`src/rtl/pscan_pkg.sv`:
```
package pscan_pkg;

    typedef enum logic [2:0] {
        PH_IDLE,
        PH_FLUSH,
        PH_LOAD,
        PH_CAPT,
        PH_DRAIN
    } phase_e;

    function automatic int total_clocks(input int chain_len, input int num_vec);
        return (num_vec + 2) * chain_len + num_vec + 4;
    endfunction

endpackage

```
`src/rtl/pscan_store.sv`:
```
module pscan_store #(
    parameter int W     = 6,
    parameter int DEPTH = 4,
    parameter int AW    = 2
) (
    input  logic          clk,
    input  logic          we,
    input  logic [AW-1:0] waddr,
    input  logic [W-1:0]  wdata,
    input  logic [AW-1:0] raddr,
    output logic [W-1:0]  rdata
);

    logic [W-1:0] mem_q [DEPTH];

    always_ff @(posedge clk) begin
        if (we) begin
            mem_q[waddr] <= wdata;
        end
    end

    always_comb begin
        rdata = mem_q[raddr];
    end

endmodule

```
`src/rtl/pscan_ctrl.sv`:
```
module pscan_ctrl
    import pscan_pkg::*;
#(
    parameter int CHAIN_LEN = 6,
    parameter int NUM_VEC   = 4,
    parameter int VW        = 2,
    parameter int LW        = 3
) (
    input  logic          clk,
    input  logic          rst_n,
    input  logic          start,
    output logic          busy,
    output logic          done,
    output logic          clr,
    output logic          test_mode,
    output logic          scan_clk_en,
    output logic          func_clk_en,
    output logic          load_en,
    output logic          flush_bit,
    output logic          flush_cmp,
    output logic          flush_exp,
    output logic          resp_cmp,
    output logic [VW-1:0] vec_idx,
    output logic [VW-1:0] exp_addr,
    output logic [LW-1:0] bit_idx
);

    localparam int TOTAL = total_clocks(CHAIN_LEN, NUM_VEC);
    localparam int BW    = $clog2(CHAIN_LEN + 4);
    localparam int CW    = $clog2(TOTAL + 1);

    typedef struct packed {
        phase_e        phase;
        logic [BW-1:0] bitc;
        logic [VW-1:0] vec;
        logic [CW-1:0] cyc;
        logic [1:0]    pat;
        logic [1:0]    chk;
        logic          done;
    } st_t;

    st_t st_d, st_q;

    always_comb begin
        st_d      = st_q;
        st_d.done = 1'b0;
        unique case (st_q.phase)
            PH_IDLE: begin
                if (start) begin
                    st_d.phase = PH_FLUSH;
                    st_d.bitc  = '0;
                    st_d.vec   = '0;
                    st_d.cyc   = '0;
                    st_d.pat   = '0;
                    st_d.chk   = '0;
                end
            end
            PH_FLUSH: begin
                st_d.cyc = st_q.cyc + CW'(1);
                st_d.pat = st_q.pat + 2'd1;
                if (st_q.bitc >= BW'(CHAIN_LEN)) begin
                    st_d.chk = st_q.chk + 2'd1;
                end
                if (st_q.bitc == BW'(CHAIN_LEN + 3)) begin
                    st_d.phase = PH_LOAD;
                    st_d.bitc  = '0;
                end else begin
                    st_d.bitc = st_q.bitc + BW'(1);
                end
            end
            PH_LOAD: begin
                st_d.cyc = st_q.cyc + CW'(1);
                if (st_q.bitc == BW'(CHAIN_LEN - 1)) begin
                    st_d.phase = PH_CAPT;
                    st_d.bitc  = '0;
                end else begin
                    st_d.bitc = st_q.bitc + BW'(1);
                end
            end
            PH_CAPT: begin
                st_d.cyc = st_q.cyc + CW'(1);
                if (st_q.vec == VW'(NUM_VEC - 1)) begin
                    st_d.phase = PH_DRAIN;
                end else begin
                    st_d.vec   = st_q.vec + VW'(1);
                    st_d.phase = PH_LOAD;
                end
            end
            PH_DRAIN: begin
                st_d.cyc = st_q.cyc + CW'(1);
                if (st_q.bitc == BW'(CHAIN_LEN - 1)) begin
                    st_d.phase = PH_IDLE;
                    st_d.bitc  = '0;
                    st_d.done  = 1'b1;
                end else begin
                    st_d.bitc = st_q.bitc + BW'(1);
                end
            end
            default: st_d = st_q;
        endcase
    end

    always_ff @(posedge clk or negedge rst_n) begin
        if (!rst_n) begin
            st_q <= '{phase: PH_IDLE, bitc: '0, vec: '0, cyc: '0,
                      pat: '0, chk: '0, done: 1'b0};
        end else begin
            st_q <= st_d;
        end
    end

    always_comb begin
        busy        = (st_q.phase != PH_IDLE);
        done        = st_q.done;
        clr         = (st_q.phase == PH_IDLE) && start;
        test_mode   = (st_q.phase == PH_FLUSH) || (st_q.phase == PH_LOAD)
                   || (st_q.phase == PH_DRAIN);
        scan_clk_en = busy;
        func_clk_en = (st_q.phase == PH_CAPT);
        load_en     = (st_q.phase == PH_LOAD);
        flush_bit   = (st_q.phase == PH_FLUSH) && st_q.pat[1];
        flush_cmp   = (st_q.phase == PH_FLUSH) && (st_q.bitc >= BW'(CHAIN_LEN));
        flush_exp   = st_q.chk[1];
        resp_cmp    = ((st_q.phase == PH_LOAD) && (st_q.vec != '0))
                   || (st_q.phase == PH_DRAIN);
        exp_addr    = (st_q.phase == PH_DRAIN) ? st_q.vec : st_q.vec - VW'(1);
        vec_idx     = st_q.vec;
        bit_idx     = st_q.bitc[LW-1:0];
    end


    one_capture_chk: assert property (@(posedge clk) disable iff (!rst_n)
        func_clk_en |=> !func_clk_en);


    done_len_chk: assert property (@(posedge clk) disable iff (!rst_n)
        done |-> (st_q.cyc == CW'(TOTAL)) && !busy);


    start_only_chk: assert property (@(posedge clk) disable iff (!rst_n)
        $rose(busy) |-> $past(start));


    shift_freeze_chk: assert property (@(posedge clk) disable iff (!rst_n)
        test_mode |-> scan_clk_en && !func_clk_en);

endmodule

```
`src/rtl/pscan_check.sv`:
```
module pscan_check (
    input  logic clk,
    input  logic rst_n,
    input  logic clr,
    input  logic scan_out,
    input  logic flush_cmp,
    input  logic flush_exp,
    input  logic resp_cmp,
    input  logic resp_exp,
    output logic chain_fail,
    output logic resp_fail
);

    typedef struct packed {
        logic chain_bad;
        logic resp_bad;
    } flag_t;

    flag_t fl_d, fl_q;

    always_comb begin
        fl_d = fl_q;
        if (clr) begin
            fl_d = '0;
        end else begin
            if (flush_cmp && (scan_out != flush_exp)) begin
                fl_d.chain_bad = 1'b1;
            end
            if (resp_cmp && (scan_out != resp_exp)) begin
                fl_d.resp_bad = 1'b1;
            end
        end
    end

    always_ff @(posedge clk or negedge rst_n) begin
        if (!rst_n) begin
            fl_q <= '0;
        end else begin
            fl_q <= fl_d;
        end
    end

    assign chain_fail = fl_q.chain_bad;
    assign resp_fail  = fl_q.resp_bad;


    chain_sticky_chk: assert property (@(posedge clk) disable iff (!rst_n)
        ($past(chain_fail) && !$past(clr)) |-> chain_fail);


    resp_sticky_chk: assert property (@(posedge clk) disable iff (!rst_n)
        ($past(resp_fail) && !$past(clr)) |-> resp_fail);

endmodule

```
`src/rtl/pscan_seq.sv`:
```
module pscan_seq
    import pscan_pkg::*;
#(
    parameter int CHAIN_LEN = 6,
    parameter int NUM_VEC   = 4,
    parameter int PI_W      = 4,
    localparam int VW = (NUM_VEC > 1) ? $clog2(NUM_VEC) : 1,
    localparam int DW = (PI_W > CHAIN_LEN) ? PI_W : CHAIN_LEN
) (
    input  logic            clk,
    input  logic            rst_n,
    input  logic            start,
    input  logic            wr_en,
    input  logic [1:0]      wr_sel,
    input  logic [VW-1:0]   wr_addr,
    input  logic [DW-1:0]   wr_data,
    input  logic            scan_out,
    output logic            scan_in,
    output logic            test_mode,
    output logic            scan_clk_en,
    output logic            func_clk_en,
    output logic [PI_W-1:0] pi_out,
    output logic            busy,
    output logic            done,
    output logic            chain_fail,
    output logic            resp_fail
);

    localparam int LW = (CHAIN_LEN > 1) ? $clog2(CHAIN_LEN) : 1;

    logic            clr, load_en, flush_bit, flush_cmp, flush_exp, resp_cmp;
    logic [VW-1:0]   vec_idx, exp_addr;
    logic [LW-1:0]   bit_idx;
    logic [PI_W-1:0] pi_word;
    logic [CHAIN_LEN-1:0] chain_word, exp_word;

    pscan_ctrl #(
        .CHAIN_LEN(CHAIN_LEN), .NUM_VEC(NUM_VEC), .VW(VW), .LW(LW)
    ) i_ctrl (
        .clk(clk), .rst_n(rst_n), .start(start),
        .busy(busy), .done(done), .clr(clr),
        .test_mode(test_mode), .scan_clk_en(scan_clk_en),
        .func_clk_en(func_clk_en), .load_en(load_en),
        .flush_bit(flush_bit), .flush_cmp(flush_cmp), .flush_exp(flush_exp),
        .resp_cmp(resp_cmp), .vec_idx(vec_idx), .exp_addr(exp_addr),
        .bit_idx(bit_idx)
    );

    pscan_store #(.W(PI_W), .DEPTH(NUM_VEC), .AW(VW)) i_pi_mem (
        .clk(clk), .we(wr_en && (wr_sel == 2'd0)), .waddr(wr_addr),
        .wdata(wr_data[PI_W-1:0]), .raddr(vec_idx), .rdata(pi_word)
    );

    pscan_store #(.W(CHAIN_LEN), .DEPTH(NUM_VEC), .AW(VW)) i_chain_mem (
        .clk(clk), .we(wr_en && (wr_sel == 2'd1)), .waddr(wr_addr),
        .wdata(wr_data[CHAIN_LEN-1:0]), .raddr(vec_idx), .rdata(chain_word)
    );

    pscan_store #(.W(CHAIN_LEN), .DEPTH(NUM_VEC), .AW(VW)) i_exp_mem (
        .clk(clk), .we(wr_en && (wr_sel == 2'd2)), .waddr(wr_addr),
        .wdata(wr_data[CHAIN_LEN-1:0]), .raddr(exp_addr), .rdata(exp_word)
    );

    pscan_check i_check (
        .clk(clk), .rst_n(rst_n), .clr(clr), .scan_out(scan_out),
        .flush_cmp(flush_cmp), .flush_exp(flush_exp),
        .resp_cmp(resp_cmp), .resp_exp(exp_word[bit_idx]),
        .chain_fail(chain_fail), .resp_fail(resp_fail)
    );

    always_comb begin
        scan_in = load_en ? chain_word[bit_idx] : flush_bit;
        pi_out  = pi_word;
    end

endmodule

```
`config.mk`:
```
export PLATFORM = sky130hd
export DESIGN_NAME = pscan_seq
export DESIGN_NICKNAME = d
export VERILOG_FILES = /design/src/rtl/pscan_pkg.sv /design/src/rtl/pscan_store.sv /design/src/rtl/pscan_ctrl.sv /design/src/rtl/pscan_check.sv /design/src/rtl/pscan_seq.sv
export SDC_FILE = /design/constraint.sdc
export NUM_CORES = 1
export LEC_CHECK = 0
export ABC_AREA = 1
export BUFFER_PORTS_ARGS = -buffer_cell sky130_fd_sc_hd__clkbuf_2
export CAP_MARGIN = 20
export CORE_MARGIN = 2
export CORE_UTILIZATION = 45
export DETAILED_ROUTE_END_ITERATION = 8
export MAX_ROUTING_LAYER = met4
export SLEW_MARGIN = 5
export SYNTH_ARGS = -nofsm -noshare
export SYNTH_HDL_FRONTEND = slang
export SYNTH_SLANG_ARGS = --single-unit
```
`constraint.sdc`:
```
create_clock -name clk -period 3.2 [get_ports clk]
set_input_delay 0.32 -clock clk [delete_from_list [all_inputs] [get_ports clk]]
set_output_delay 0.32 -clock clk [all_outputs]
set_load 0.005 [all_outputs]
```
==> impl_metrics.env, run 1 <==
export IMPL_seqPwrFrac_pct=42.2
export IMPL_ys_async_sr_fraction_pct=20.0
export IMPL_post_route_util_pct=51.9
export IMPL_synth_fp_nets=345
export IMPL_status="complete, no violations"
export IMPL_cts_resized_gates=0
export IMPL_area_growth_pct=12.4
export IMPL_nNetsFinal=374
export IMPL_ys_types=33
export IMPL_cts_tree="done"
export IMPL_p_sw_share_pct=36.6
export IMPL_p_sw_w=0.00118
export IMPL_timing_hold_ws_ns=0.268
export IMPL_yosysWarningCount=0
export IMPL_reg2reg_depth=13
export IMPL_worstMarginPinSlew_ns=0.666
export IMPL_start_util_pct=46.2
export IMPL_gp_congestion=0.791
export IMPL_grt_max_degree=26
export IMPL_grt_ovfl_total=0
export IMPL_vias=2417
export IMPL_insertion_delay_ns=0.35
export IMPL_drt_iter0_markers=149
export IMPL_hold_buffers=1
export IMPL_antenna_found_initial=0
export IMPL_reg2reg_slack_ns=0.87
export IMPL_drv_slew=0
export IMPL_fin_setup_tns_ns=0
export IMPL_avgSynthCellArea_um2=10.9
export IMPL_yosysSeqAreaShare_pct=65.4
export IMPL_crit_reg2reg_launch="i_ctrl.vec_idx[1]"
export IMPL_placed_cell_area_mm2=0.00376
export IMPL_clock_sinks=80
export IMPL_core_mm2=0.00769
export IMPL_layout_cells_non_filler=462
export IMPL_synth_ff_type="edfxtp_1"
export IMPL_cts_root_buf="clkbuf_8"
export IMPL_hold_violations=0
export IMPL_fin_crit_sh_pct=78.6
export IMPL_hold_path_class="input pin to register"
export IMPL_port_buffers=26
export IMPL_leakage_nw=1.56
export IMPL_hpwlAfterDp_um=4900
export IMPL_rr_endpoint="i_check.resp_fail"
export IMPL_pwr_share_clk_pct=25.1
export IMPL_track_usage_pct=18.6
export IMPL_drive_above_1_share_pct=15.6
export IMPL_cp_start_kind="register"
export IMPL_setup_violations=0
export IMPL_rows=32
export IMPL_slew_headroom_pct=55.4
export IMPL_n_antenna_cell=0
export IMPL_die_area_mm2=0.00861
export IMPL_die_h_um=92.8
export IMPL_die_w_um=92.8
export IMPL_drc_errors=0
export IMPL_first_pass_iters=4
export IMPL_fillers=692
export IMPL_worstSetupEndpointType="output pin"
export IMPL_grt_pass1_vias=2326
export IMPL_whs_endpoint="i_exp_mem.mem_q[2][5]"
export IMPL_hold_depth=1
export IMPL_clk_pin_slew_ns=0.09
export IMPL_cp_data_arrival_time_ns=2.19
export IMPL_critPathMaxFanout=13
export IMPL_synth_seq_cells=80
export IMPL_peakVddDrop_uv=293
export IMPL_totalWireLength_um=7120
export IMPL_placed_cells=445
export IMPL_vias_per_cell=5.23
export IMPL_fin_crit_ns=2.51
export IMPL_rsz0062_at_grt="false"
export IMPL_pwr_share_comb_pct=32.6
export IMPL_stdcell_area_mm2=0.00399
export IMPL_clockBufferDepth=2
export IMPL_cts_max_level=3
export IMPL_cts_setup_buffers=0
export IMPL_synth_edff_count=64
export IMPL_p_int_w=0.00205
export IMPL_grt_pass1_wl_um=11800
export IMPL_wl_per_cell_um=15.4
export IMPL_synth_area_mm2=0.00355
export IMPL_pin_count=27
export IMPL_cap_violations=0
export IMPL_synthCells=326
export IMPL_worstSetupPathType="register to output pin"
export IMPL_required_ns=2.88
export IMPL_fin_skew_ns=0.00646
export IMPL_antenna_left=0
export IMPL_numCtsBuffers=9
export IMPL_max_freq_mhz=398
export IMPL_hp_start="wr_data[5]"
export IMPL_p_per_area_mw_per_mm2=811
[sequential cells by signal, indices dropped and copies added (netlist names)]
signal,cells
i_ctrl.vec_idx,2
i_chain_mem.mem_q,24
i_ctrl.done,1
i_ctrl.bit_idx,3
i_check.chain_fail,1
i_ctrl.flush_exp,1
i_pi_mem.mem_q,16
i_ctrl.st_q,7
i_check.resp_fail,1
i_exp_mem.mem_q,24
[cell type report]
type                            instances  area, µm²  area share [%]
Inverter                               37        139            3.48
Multi-Input combinational cell        198       1030            25.8
Clock buffer                            9        124            3.11
Timing Repair Buffer                   29        155            3.89
Sequential cell                        80       2320            58.2
Clock inverter                          7       93.8            2.35
Tap cell                              102        128            3.20
[worst max path at each step]
stage	startpoint	to	slack (ns)	cells past startpoint
floorplan	i_ctrl.vec_idx[0]	i_check.resp_fail	1.20	14
global placement	i_ctrl.vec_idx[1]	i_check.resp_fail	1.0	13
detailed placement	i_ctrl.vec_idx[1]	i_check.resp_fail	0.88	13
CTS	i_ctrl.vec_idx[0]	scan_in	0.62	9
global route	i_ctrl.vec_idx[1]	scan_in	0.45	8
finish	i_ctrl.vec_idx[1]	scan_in	0.69	8
[worst max-delay path: stages, from the launching register on]
cell and delay [ns]:
dfrtp_1 0.60, inv_1 0.32, o21ai_0 0.16, o22ai_1 0.10
o211ai_1 0.19, a21oi_1 0.10, o21ai_0 0.20, nand2_1 0.07
clkbuf_2 0.11
[cell usage in the layout (no fill, tap or decap), types with 3 or more instances in the layout]
cell type | netlist | routed
a21oi_1 | 7 | 7
clkbuf_2 | 0 | 26
clkbuf_8 | 0 | 9
dfrtp_1 | 16 | 16
edfxtp_1 | 64 | 64
ha_1 | 4 | 4
inv_1 | 35 | 35
nand2_1 | 40 | 40
nand2_2 | 3 | 3
nand3_1 | 40 | 40
nor2_1 | 38 | 38
nor3_1 | 3 | 3
o211ai_1 | 3 | 3
o21ai_0 | 31 | 31
o221ai_1 | 3 | 3
o22ai_1 | 10 | 10
[power groups by stage]
stage	logic, W	clock network [W]	registers, W
2_1_floorplan	0.000832	0	0.00133
3_3_place_gp	0.00103	0	0.00139
3_5_place_dp	0.00105	0	0.00139
4_1_cts	0.00106	0.000831	0.00137
5_1_grt	0.00121	0.000872	0.00138
6_report	0.00106	0.000813	0.00137
[metrics by stage]
step	power [W]	setup slack [ns]
after floorplan	0.00216	1.20
after global placement	0.00242	0.999
after detailed placement	0.00244	0.883
after CTS	0.00326	0.617
after global routing	0.00347	0.450
final	0.00324	0.685
[layer usage]
metal  wire length [µm]  up-vias  GRT usage [%]
li1                   -     1196              -
met1               3520     1146           26.0
met2               3100       65           27.0
met3                366       10           3.01
met4                132        0           8.46
met5                  0        -              -
[logic make-up (layout without fill, tap and decap cells)]
logic type	after synthesis	count (layout)	share of synthesized area (%)
simple gates	132	132	17.1
flops	80	80	65.4
compound gates	59	59	9.73
buf+inv	48	82	5.64
fa+ha+maj	4	4	1.41
xor+xnor	3	3	0.740
[synth_stat cells (3+ instances only)]
library cell | n | share of area [%]
o221ai_1 | 3 | 0.74
nor2_1 | 38 | 4.0
o21ai_0 | 31 | 4.4
o22ai_1 | 10 | 1.8
nand2_2 | 3 | 0.53
ha_1 | 4 | 1.4
inv_1 | 35 | 3.7
nor3_1 | 3 | 0.42
nand2_1 | 40 | 4.2
nand3_1 | 40 | 5.6
edfxtp_1 | 64 | 54
a21oi_1 | 7 | 0.99
dfrtp_1 | 16 | 11
o211ai_1 | 3 | 0.63
clkbuf_1 | 7 | 0.74
Power figures use the tool's default switching activity.
==> inputs of run 2 (changes only) <==
--- a/config.mk
+++ b/config.mk
@@ -5,7 +5,7 @@
 export SDC_FILE = /design/constraint.sdc
 export NUM_CORES = 1
 export LEC_CHECK = 0
-export ABC_AREA = 1
+export ABC_AREA = 0
 export BUFFER_PORTS_ARGS = -buffer_cell sky130_fd_sc_hd__clkbuf_2
 export CAP_MARGIN = 20
 export CORE_MARGIN = 2
==> constraint.sdc (replaced) <==
create_clock -name clk -period 2.6 [get_ports clk]
set_input_delay 0.26 -clock clk [delete_from_list [all_inputs] [get_ports clk]]
set_output_delay 0.26 -clock clk [all_outputs]
set_load 0.005 [all_outputs]
==> run 2 against run 1 <==
Compared with the run above: setup slack got worse by 0.69 ns; the run now ends with negative setup slack left; critical path depth decreased by 1; global-route usage decreased by 0.21 points; critical path type unchanged; via count decreased by 9.2%; critical endpoint unchanged; register-to-register slack got worse by 0.72 ns.
==> impl_metrics.env, run 2 <==
export IMPL_cpMaxStageDelayCell="mux4_2"
export IMPL_numCtsBuffers=9
export IMPL_worstSetupPathType="register to output pin"
export IMPL_gp_congestion=0.787
export IMPL_grt_ovfl_total=0
export IMPL_drv_slew=0
export IMPL_clk_pin_slew_ns=0.08
export IMPL_grt_pass1_wl_um=11700
export IMPL_core_mm2=0.00777
export IMPL_synth_common_cells="64 x edfxtp_1, 20 x nor2_1, 19 x nand2_1, 17 x o21ai_0, 16 x dfrtp_1"
export IMPL_wl_per_cell_um=17.4
export IMPL_ys_types=43
export IMPL_area_growth_pct=17.7
export IMPL_register_area_mm2=0.00232
export IMPL_max_freq_mhz=384
export IMPL_totalWireLength_um=7020
export IMPL_cts_max_level=3
export IMPL_nNetsFinal=315
export IMPL_antenna_found_initial=0
export IMPL_fin_crit_sh_pct=100
export IMPL_path_cells="buf_12 > mux4_2 > mux4_2 > inv_2 > o22ai_2 > a31o_2 > clkbuf_2"
export IMPL_clock_sinks=80
export IMPL_antenna_left=0
export IMPL_pin_count=27
export IMPL_synth_ff_type="edfxtp_1"
export IMPL_violations="negative setup slack"
export IMPL_synth_fp_nets=272
export IMPL_fin_setup_tns_ns=-0.00579
export IMPL_leakage_nw=1.57
export IMPL_worst_path_buf_inv=3
export IMPL_synth_area_leaders="edfxtp_1 53%, dfrtp_1 11%, mux4_2 8.1%"
export IMPL_synth_top_cell_by_area="edfxtp_1"
export IMPL_setup_violations=1
export IMPL_start_util_pct=46.6
export IMPL_synthCells=253
export IMPL_n_antenna_cell=0
export IMPL_ys_async_sr_fraction_pct=20.0
export IMPL_cts_root_buf="clkbuf_8"
export IMPL_layout_common_cells="64 x edfxtp_1, 26 x clkbuf_2, 20 x nor2_1"
export IMPL_rows=32
export IMPL_grt_pass1_vias=2256
export IMPL_cts_tree="done"
export IMPL_synth_edff_count=64
export IMPL_drc_errors=0
export IMPL_multi_input_area_mm2=0.00123
export IMPL_die_area_mm2=0.00878
export IMPL_synth_area_mm2=0.00362
export IMPL_slew_headroom_pct=54.1
export IMPL_track_usage_pct=18.4
export IMPL_cp_data_arrival_time_ns=2.35
export IMPL_clockBufferDepth=2
export IMPL_port_buffers=26
export IMPL_post_route_util_pct=54.9
export IMPL_first_pass_iters=4
export IMPL_final_common_cell="edfxtp_1"
export IMPL_reg_top3="i_chain_mem.mem_q x24, i_exp_mem.mem_q x24, i_pi_mem.mem_q x16"
export IMPL_insertion_delay_ns=0.35
export IMPL_rsz0062_at_grt="true"
export IMPL_fillers=672
export IMPL_worstSetupEndpointType="output pin"
export IMPL_peakVddDrop_uv=540
export IMPL_fin_ws_ns=-0.00579
export IMPL_crit_top_cell="mux4_2"
export IMPL_drt_iter0_markers=99
export IMPL_fin_skew_ns=0.00796
export IMPL_vias_per_cell=5.45
export IMPL_cp_top_family="multiplexers"
export IMPL_yosysMostFrequentCell="edfxtp_1"
export IMPL_stdcell_area_mm2=0.00426
export IMPL_p_per_area_mw_per_mm2=1040
export IMPL_yosysSeqAreaShare_pct=64.1
export IMPL_hpwlAfterDp_um=4750
export IMPL_hold_violations=0
export IMPL_synth_seq_cells=80
export IMPL_drive_above_1_share_pct=27.9
export IMPL_yosysWarningCount=0
export IMPL_hold_path_class="input pin to register"
export IMPL_status="finished with violations"
export IMPL_required_ns=2.34
export IMPL_die_w_um=93.7
export IMPL_fin_crit_ns=2.61
export IMPL_grt_max_degree=17
export IMPL_critPathMaxFanout=6
export IMPL_placed_cell_area_mm2=0.00393
export IMPL_cp_slowest_stage_delay_ns=0.51
export IMPL_cap_violations=0
export IMPL_synth_top_cell_area_share_pct=53.1
export IMPL_worstMarginPinSlew_ns=0.686
export IMPL_cp_start_kind="register"
export IMPL_avgSynthCellArea_um2=14.3
export IMPL_die_h_um=93.7
export IMPL_vias=2195
[run 2: changes by cell type after synthesis, moves of 4 or more]
cell	change
nand3_1	-35
inv_1	-27
nand2_1	-21
nor2_1	-18
mux2i_1	+14
o21ai_0	-14
mux4_2	+13
o22ai_1	-8
nor2b_1	+5
mux2_2	+4
nand2b_1	+4
[run 2: worst paths after layout]
check                      cells past startpoint  slack (ns)              start               endpoint
max                                            7      -0.006  i_ctrl.vec_idx[0]                scan_in
min                                            1        0.21         wr_data[5]  i_exp_mem.mem_q[3][5]
max reg2reg                                   10        0.15  i_ctrl.vec_idx[0]      i_check.resp_fail
min reg2reg                                    1        0.50     i_ctrl.st_q[3]         i_ctrl.st_q[3]
max in group asynchronous                      2        1.92              rst_n      i_ctrl.vec_idx[0]
min in group asynchronous                      2        0.36              rst_n       i_ctrl.flush_exp
[run 2: metrics by stage]
stage / hold WS [ns] / instances / worst slack [ns] / total power, W
2_1_floorplan: -0.0356 / 253 / 0.00978 / 0.00272
3_3_place_gp: 0.216 / 382 / 0.0878 / 0.00319
3_5_place_dp: 0.217 / 382 / 0.0697 / 0.00321
4_1_cts: 0.197 / 403 / -0.00971 / 0.00444
5_1_grt: 0.211 / 403 / -0.0807 / 0.00469
6_report: 0.206 / 403 / -0.00579 / 0.00442
[run 2: routing by layer]
metal  track usage [%]  wire, µm  share of wire [%]
met1              23.2      3160                 45
met2              29.8      3450                 49
met3              3.69       283                4.0
met4              6.76       121                1.7
met5                 -         0                  0
[run 2: cells by family after synthesis]
family | Yosys count | share of synthesized area [%]
xor gates and xnor gates | 3 | 0.726
buffers and inverters | 20 | 2.45
AOI/OAI and AO/OA | 39 | 6.53
muxes | 32 | 13.9
DFF | 80 | 64.1
adders and majority gates | 4 | 1.38
and+or+nand+nor | 75 | 10.8
[run 2: timing repair]
item	in CTS	in global routing
gates cloned	1	0
gates resized for setup	4	1
endpoints found under the setup margin	1	2
hold buffers	1	0
endpoints found under the hold margin	16	0
pin swaps	1	0
setup buffers	3	0
[run 2: report_power, final]
part           switching [W]  leakage [nW]  internal (W)  total, W
clock network       0.000462         0.123      0.000641   0.00110
logic               0.000822         0.672      0.000880   0.00170
registers           0.000117         0.780       0.00150   0.00162
total                0.00140          1.57       0.00302   0.00442
[run 2: final cells by class]
class | count | share of cell area, %
multi-input cells | 153 | 28.9
clock buffers | 9 | 2.91
inverters | 8 | 0.705
clock inverters | 7 | 2.79
flip-flops and latches | 80 | 54.5
well taps | 102 | 2.99
repair buffers | 44 | 7.16
==> inputs of run 3 (changes only) <==
--- a/config.mk
+++ b/config.mk
@@ -5,13 +5,16 @@
 export SDC_FILE = /design/constraint.sdc
 export NUM_CORES = 1
 export LEC_CHECK = 0
-export ABC_AREA = 0
+export ABC_AREA = 1
 export BUFFER_PORTS_ARGS = -buffer_cell sky130_fd_sc_hd__clkbuf_2
 export CAP_MARGIN = 20
+export CELL_PAD_IN_SITES_DETAIL_PLACEMENT = 2
+export CELL_PAD_IN_SITES_GLOBAL_PLACEMENT = 2
 export CORE_MARGIN = 2
-export CORE_UTILIZATION = 45
+export CORE_UTILIZATION = 39
 export DETAILED_ROUTE_END_ITERATION = 8
 export MAX_ROUTING_LAYER = met4
+export PLACE_DENSITY_LB_ADDON = 0.1
 export SLEW_MARGIN = 5
 export SYNTH_ARGS = -nofsm -noshare
 export SYNTH_HDL_FRONTEND = slang
==> run 3 against run 2 <==
Compared with the run above: maximum frequency up 8.9%; sequential power rose by 4%; total power fell by 5.3%; the run now ends clean; first-iteration DRC count rose by 15%.
==> impl_metrics.env, run 3 (synthesis gave the netlist of run 1 again) <==
export IMPL_peakVddDrop_uv=320
export IMPL_setup_violations=0
export IMPL_worstSetupEndpointType="output pin"
export IMPL_n_antenna_cell=0
export IMPL_antenna_left=0
export IMPL_grt_max_degree=26
export IMPL_p_sw_share_pct=40.1
export IMPL_nNetsFinal=379
export IMPL_grt_pass1_wl_um=15800
export IMPL_first_pass_iters=4
export IMPL_numCtsBuffers=9
export IMPL_final_common_cell="edfxtp_1"
export IMPL_fin_setup_tns_ns=0
export IMPL_core_mm2=0.00876
export IMPL_max_freq_mhz=418
export IMPL_required_ns=2.34
export IMPL_wl_per_cell_um=21.0
export IMPL_antenna_found_initial=0
export IMPL_cap_violations=0
export IMPL_die_h_um=99.4
export IMPL_cts_root_buf="clkbuf_8"
export IMPL_p_sw_w=0.00168
export IMPL_totalWireLength_um=9960
export IMPL_area_growth_pct=13.9
export IMPL_pwr_share_clk_pct=23.7
export IMPL_seqPwrFrac_pct=40.4
export IMPL_drv_slew=0
export IMPL_vias=2534
export IMPL_start_util_pct=40.5
export IMPL_cts_max_level=3
export IMPL_vias_per_cell=5.36
export IMPL_drt_iter0_markers=114
export IMPL_die_area_mm2=0.00988
export IMPL_worstMarginPinSlew_ns=0.739
export IMPL_leakage_nw=1.59
export IMPL_pwr_share_comb_pct=35.9
export IMPL_gp_congestion=0.739
export IMPL_port_buffers=26
export IMPL_status="complete, no violations"
export IMPL_cp_start_kind="register"
export IMPL_cts_tree="done"
export IMPL_insertion_delay_ns=0.37
export IMPL_reg_top3="i_chain_mem.mem_q x24, i_exp_mem.mem_q x24, i_pi_mem.mem_q x16"
export IMPL_pin_count=27
export IMPL_fin_crit_ns=2.39
export IMPL_layout_common_cells="64 x edfxtp_1, 40 x nand2_1, 40 x nand3_1"
export IMPL_drive_above_1_share_pct=17.0
export IMPL_rows=34
export IMPL_p_int_w=0.00251
export IMPL_p_per_area_mw_per_mm2=1040
export IMPL_hold_path_class="input pin to register"
export IMPL_hold_violations=0
export IMPL_grt_pass1_vias=2831
export IMPL_finalPower_w=0.00419
export IMPL_clockBufferDepth=2
export IMPL_drc_errors=0
export IMPL_clock_sinks=80
export IMPL_fin_skew_ns=0.00926
export IMPL_clk_pin_slew_ns=0.09
export IMPL_die_w_um=99.4
export IMPL_rsz0062_at_grt="false"
export IMPL_grt_ovfl_total=0
export IMPL_hpwlAfterDp_um=7060
export IMPL_cp_data_arrival_time_ns=2.13
export IMPL_track_usage_pct=22.2
export IMPL_worstSetupPathType="register to output pin"
export IMPL_slew_headroom_pct=50.6
export IMPL_fin_crit_sh_pct=92.0
export IMPL_critPathMaxFanout=25
[run 3: path summary, 6_finish.rpt]
check | slack (ns) | to | from | cells past startpoint
max in group asynchronous | 1.94 | i_ctrl.done | rst_n | 2
worst max register to register | 0.45 | i_check.resp_fail | i_ctrl.vec_idx[0] | 12
worst min register to register | 0.51 | i_ctrl.st_q[3] | i_ctrl.st_q[3] | 1
min in group asynchronous | 0.35 | i_ctrl.st_q[1] | rst_n | 2
worst min-delay path | 0.18 | i_exp_mem.mem_q[3][5] | wr_data[5] | 1
worst max-delay path | 0.21 | scan_in | i_ctrl.vec_idx[0] | 8
[run 3: layout make-up]
cell class,count,area [µm²]
timing repair buffer,34,205
clock inverter,7,85.1
inverter,37,143
multi-input combinational,198,1030
tap,108,135
clock buffer,9,124
sequential,80,2320
fill,935,4720
[run 3: metal layers]
layer	routed length (µm)	share of wire (%)	GRT usage, %
met3	269	2.7	2.81
met2	5190	52	37.8
met5	0	0	-
met4	133	1.3	8.64
met1	4360	44	27.1
[run 3: timing repair]
action,CTS,global route
hold buffers,1,0
gates resized for setup,0,1
hold endpoints to repair,16,0
buffers inserted,0,3
endpoints found under the setup margin,0,1
[run 3: power by group through the flow]
stage | clock network (W) | registers [W] | logic (W)
after detailed placement | 0 | 0.00172 | 0.00143
final | 0.000993 | 0.00169 | 0.00150
after CTS | 0.00102 | 0.00169 | 0.00146
after global placement | 0 | 0.00171 | 0.00136
after floorplan | 0 | 0.00164 | 0.00102
after global routing | 0.00105 | 0.00172 | 0.00171
[run 3: metrics by stage]
| step | cell area [µm²] | hold slack, ns | cells | setup WS (ns) | utilization, % |
|---|---|---|---|---|---|
| 3_3_place_gp | 3780 | 0.223 | 453 | 0.568 | 43.2 |
| 6_report | 4040 | 0.185 | 473 | 0.207 | 46.1 |
| 2_1_floorplan | 3550 | -0.0356 | 326 | 0.600 | - |
| 4_1_cts | 4000 | 0.176 | 470 | 0.0963 | 45.7 |
| 3_5_place_dp | 3780 | 0.224 | 453 | 0.512 | 43.2 |
| 5_1_grt | 4040 | 0.197 | 473 | 0.0590 | 46.1 |
[run 3: worst max-delay path, stage by stage, from the launching register on]
cell and delay [ns]:
dfrtp_1 0.42, buf_4 0.24, o21ai_0 0.30, o221ai_1 0.17, o211ai_1 0.13, a21oi_1 0.08, o21ai_0 0.23, nand2_1 0.08
clkbuf_2 0.11
